[src/rtl/tick_timer.sv]
module tick_timer #(
  parameter int CNT_W = 7
) (
  input  logic             clk,
  input  logic             rst,
  input  logic             xtal_en,
  input  logic             wr_en,
  input  logic [CNT_W:0]   wr_data,
  output logic [CNT_W:0]   rd_data,
  output logic             tick_irq
);
  localparam int REG_W = CNT_W + 1;

  logic [REG_W-1:0] tick_reg;
  logic [CNT_W-1:0] remain;

  wire             run    = tick_reg[CNT_W];
  wire [CNT_W-1:0] period = tick_reg[CNT_W-1:0];
  wire             expire = run & xtal_en & ~wr_en & (remain == '0);

  always_ff @(posedge clk) begin
    if (rst) begin
      tick_reg <= '0;
      remain   <= '0;
      tick_irq <= 1'b0;
    end else begin
      tick_irq <= expire;
      if (wr_en) begin
        tick_reg <= wr_data;
        remain   <= wr_data[CNT_W-1:0];
      end else if (run && xtal_en) begin
        remain <= expire ? period : remain - 1'b1;
      end
    end
  end

  assign rd_data = tick_reg;

  assert_reset_R1: assert property (@(posedge clk) disable iff (rst)
    $past(rst) |-> (rd_data == '0 && !tick_irq));

  assert_readback_R2: assert property (@(posedge clk) disable iff (rst)
    ($past(wr_en) && !$past(rst)) |-> rd_data == $past(wr_data));

  assert_range_R3: assert property (@(posedge clk) disable iff (rst)
    run |-> remain <= period);

  assert_reload_R4: assert property (@(posedge clk) disable iff (rst)
    tick_irq |-> ($past(remain) == '0 && remain == period));

  assert_off_R5: assert property (@(posedge clk) disable iff (rst)
    tick_irq |-> $past(run));

  assert_restart_R6: assert property (@(posedge clk) disable iff (rst)
    ($past(wr_en && wr_data[CNT_W]) && !$past(rst)) |-> remain == $past(wr_data[CNT_W-1:0]));

  assert_source_R7_R8: assert property (@(posedge clk) disable iff (rst)
    tick_irq |-> $past(xtal_en && !wr_en));
endmodule

[config.mk]
export PLATFORM = sky130hd
export DESIGN_NAME = tick_timer
export DESIGN_NICKNAME = d
export VERILOG_FILES = /design/src/rtl/tick_timer.sv
export SDC_FILE = /design/constraint.sdc
export NUM_CORES = 1
export LEC_CHECK = 0
export ABC_AREA = 1
export CORE_MARGIN = 8
export CORE_UTILIZATION = 30
export CTS_CLUSTER_SIZE = 40
export DETAILED_ROUTE_END_ITERATION = 10
export SETUP_SLACK_MARGIN = 0.4
export SYNTH_ARGS = -nofsm -noshare
export SYNTH_HDL_FRONTEND = slang
export SYNTH_SLANG_ARGS = --single-unit
[constraint.sdc]
create_clock -name clk -period 3.1 [get_ports clk]
set_input_delay 0.775 -clock clk [delete_from_list [all_inputs] [get_ports clk]]
set_output_delay 0.775 -clock clk [all_outputs]
set_load 0.05 [all_outputs]
* After elaboration in Yosys (flattened, before gate mapping)
Cells that the tools add are included.
** Storage, ports and cells
- Input bits :: 12
- Flip-flop bits (word level) :: 16
- Output and inout bits :: 9
- RAM bits :: 0
- Logic and storage cells :: 14
- Memories kept :: 0
- ROM bits :: 0
- Bits in latches :: 0
** Operators by class
- Multiplexer cells :: 3
- Shifts and indexed selects :: 0
- Div/mod/pow operators :: 0
- Multipliers :: 0
- Bitwise gates (word level) :: 4
- Eq/ne operators :: 0
- Reductions and logical operators :: 3
- Add/sub/neg operators :: 1
- $lt $le $gt $ge :: 0
** Operators with widths (count)
- 2-to-1 mux 7 bit :: 3
- logical NOT 7 bit :: 1
- subtractor 7 x 1 -> 7 bit, second input constant :: 1
- AND 1 bit :: 3
- nonzero test 2 bit :: 1
- logical AND 1 bit :: 1
- NOT 1 bit :: 1

* Longest topological paths before layout
- Word-level depth :: 6
- Gate-level depth with buffers :: 9
- Depth with buffers taken out :: 9

* Least setup slack after synthesis
Ideal clock, no wire load.
- Path type :: input port to flip-flop
- Start :: input port xtal_en
- End :: register remain[3]
- Data arrival time :: 1.383 ns
- Path slack :: 1.600 ns
- Data required time :: 2.983 ns
- Stages on the path :: 7
- Setup time :: 0.117 ns
- Cells stage by stage :: nand2_2 > nor2_4 > nand3_2 > nand2_1 > nor2_1 > nor2_1 > nor2_1
** On the way
- Longest elaborated chain between the ends :: 6
- Elaborated cells between the ends (all ways) :: 8
** Ends and longest elaborated chain
- start: declaration :: line 6 : input logic xtal_en,
- AND 1 bit (3 in a row) :: line 19 : wire expire = run & xtal_en & ~wr_en & (remain == '0);
- 2-to-1 mux 7 bit :: line 32 : remain <= expire ? period : remain - 1'b1;
- 2-to-1 mux 7 bit :: line 31 : end else if (run && xtal_en) begin
- 2-to-1 mux 7 bit :: line 28 : if (wr_en) begin
- end signal: assignment :: line 30 : remain <= wr_data[CNT_W-1:0];
- end signal: assignment :: line 32
- end: declaration :: line 15 : logic [CNT_W-1:0] remain;
Parallel ways exist; a longest one is shown, timed or not. The select of a mux whose other input is x is not followed.
A chain may end at the register's enable or synchronous reset.

* Final worst setup path
- Start :: register tick_reg[7], in the netlist rd_data[7]
- End :: output port rd_data[7]
** RTL lines
- start: declaration :: line 14 : logic [REG_W-1:0] tick_reg;
- start signal: assignment :: line 29 : tick_reg <= wr_data;
- end: declaration :: line 9 : output logic [CNT_W:0] rd_data,
No word-level cell between the ends.

==> results.toml <==
[floorplanning]
die_x_um = 70.99
core_region_area_um2 = 2953
die_area_um2 = 5040
start_util_pct = 30.72
ioPinCount = 21
rows = 20
die_h_um = 70.99

[critical_path]
crit_chain = "clkdlybuf4s50_1"
path_buf_inv = 1
cp.depth = 1
crit_path_start = "rd_data[7]$_SDFFE_PP0P_"
max_stage_delay_ns = 0.82
r2r_start = "remain[0]$_SDFFE_PP0P_"
arrival_ns = 1.50
worst_setup_path_start_kind = "flip-flop"
slowest_stage = "clkdlybuf4s50_1"
crit_type = "flip-flop to primary output"
reg2reg_depth = 9
cp_top_family = "buffers and inverters"
critPathCaptureType = "primary output"
reg2reg_to = "remain[4]$_SDFFE_PP0P_"
cp_max_fo = 3
worstPathRequired_ns = 2.32
ff2ff_setup_slack_ns = 1.57
setup.worst_path.end = "rd_data[7]"

[drt]
antenna_left = 0
viasPerCell = 4.638
avgRoutedWirePerCell_um = 12.03
first_pass_iters = 4
vias = 858
routed_wl_um = 2225
route.detailed.drc = 0
drt_iter0_drc = 15

[cts]
cts_tree = "built"
cts_buffers = 3
cts_root_buffer = "clkbuf_4"
htree_levels = 1
cts_sinks = 16
cts_resized = 0
clk_pin_slew_ns = 0.10
postCtsSetupBuffers = 0
clock_latency_ns = 0.30
ctsHoldBuffers = 0
cts_max_path_buffers = 2

[synthesis]
synth_most_common_cell = "nand2_1"
ys_warn_count = 0
yosys.area.top_type = "dfxtp_1"
syn-num-nets = 145
synth_area_um2 = 907.1
ys_top_cells_by_area = "dfxtp_1, nand2_1, nand3_1"
synth.top_cell.area_share_pct = 35.31
postSynth.asyncResetShare_pct = 0
yosysSeqAreaShare_pct = 35.31
ys_ff_latch = 16
synth_cell_type_count = 22
syn_area_per_cell_um2 = 6.872
synthCells = 132
synth_flop_cell = "dfxtp_1"
synth_edf_count = 0
ys_top_cells_by_count = "nand2_1, dfxtp_1, inv_1, nand3_1"

[placement]
placed_area_um2 = 1125
post-place-cells = 181
io_buffers = 20
dpl.hpwl_um = 1685
place_congestion = 0.8162

[power]
powerDensity_nw_per_um2 = 450.6
ir_drop_uv = 278.7
p_leak_uw = 0.0004888

[final_layout]
fin_cells = 185
fin_util_pct = 39.32
fin_nets = 166
layout-drive-gt1-share_pct = 13.82
seq_area_um2 = 320.3
nFillCells = 312
n_antenna_cell = 0
multi_input_area_um2 = 503.0
design_area_um2 = 1161
syn_to_final_growth_pct = 28.00

[timing]
rsz0062_at_grt = "false"
period_share_pct = 73.28
relSlewSlack_pct = 64.91
slew_viol_final = 0
tightest_slew_ns = 0.5247
fin_crit_ns = 2.272
hold_slack_ns = 0.4857
hold_viol = 0
clock_skew_ns = 0.003750
fmax_mhz = 440.2
finalSetupViolations = 0
fin_tns_setup_ns = 0

[global_routing]
antenna_found_initial = 0
grt_pass1_wl_um = 3726
first_global_vias = 844
grt_start_max_net_pins = 15
grt.overflow.total = 0
grtUsageTotal_pct = 9.189

[run]
max_cap_violations = 0

[min_path]
hold_class = "flip-flop to flip-flop"

[outcome]
status = "finished, final reports clean"
## through the flow
step	setup slack (ns)	power [uW]
after global placement	0.6878	385.1
after detailed placement	0.6118	386.0
after global routing	0.7713	554.4
after CTS	0.8027	531.7
final	0.8283	523.2
after floorplan	1.600	343.3
## placed cells by master (no fill, tap or decap), types with 2 or more instances in the layout
master,netlist,layout
o21ai_0,7,7
nand2_2,4,4
clkbuf_4,0,3
clkdlybuf4s50_1,0,20
nand3_2,3,3
a21oi_2,3,3
nor2_1,10,10
nand2_1,34,34
a21oi_1,10,10
dfxtp_1,16,16
nor2_4,3,3
o21ai_1,2,2
nand3_1,14,14
inv_1,14,14
inv_2,2,2
## worst min path at each step
stage	end	slack, ns	cells after the start	start
CTS	rd_data[6]$_SDFFE_PP0P_	0.49	2	rd_data[6]$_SDFFE_PP0P_
global placement	rd_data[6]$_SDFFE_PP0P_	0.47	2	rd_data[6]$_SDFFE_PP0P_
global route	rd_data[1]$_SDFFE_PP0P_	0.51	2	rd_data[1]$_SDFFE_PP0P_
detailed placement	rd_data[6]$_SDFFE_PP0P_	0.47	2	rd_data[6]$_SDFFE_PP0P_
floorplan	remain[0]$_SDFFE_PP0P_	0.52	3	remain[0]$_SDFFE_PP0P_
finish	rd_data[1]$_SDFFE_PP0P_	0.49	2	rd_data[1]$_SDFFE_PP0P_
## power breakdown
group          leakage (uW)  internal [uW]  switching (uW)
registers          0.000132            219            15.8
logic              0.000336           57.9            88.6
clock network     0.0000210           71.7            69.9
## cell families (layout without fill, tap and decap cells)
| family | count (synthesis) | in the layout | synth area share [%] |
|---|---|---|---|
| xor gates and xnor gates | 1 | 1 | 0.9657 |
| AOI/OAI and AO/OA | 22 | 22 | 13.38 |
| and+or+nand+nor | 72 | 72 | 39.73 |
| buffers and inverters | 20 | 40 | 9.240 |
| adders and majority gates | 1 | 1 | 1.379 |
| DFF | 16 | 16 | 35.31 |
## worst min-delay path, cell delays in order, from the launching register on
cell	delay, ns
dfxtp_1	0.33
nand2_1	0.06
a21oi_1	0.05
## layer usage
metal	part of all wire (%)	vias up	global-route usage, %
li1	-	463	-
met1	47	369	10.11
met2	45	19	15.04
met3	4.9	7	2.684
met4	2.7	0	6.005
met5	0	-	0
## flip-flops by register name, indices dropped and copies added, names as in the netlist
| name | count |
|---|---|
| tick_irq | 1 |
| remain | 7 |
| rd_data | 8 |
## layout make-up
type | instances | share of cell area (%)
multi-input combinational | 96 | 43.32
tap | 33 | 3.556
sequential | 16 | 27.59
timing repair buffer | 20 | 17.24
clock buffer | 4 | 3.125
inverter | 16 | 5.172
Note: power is estimated with default switching activity, not from simulation.
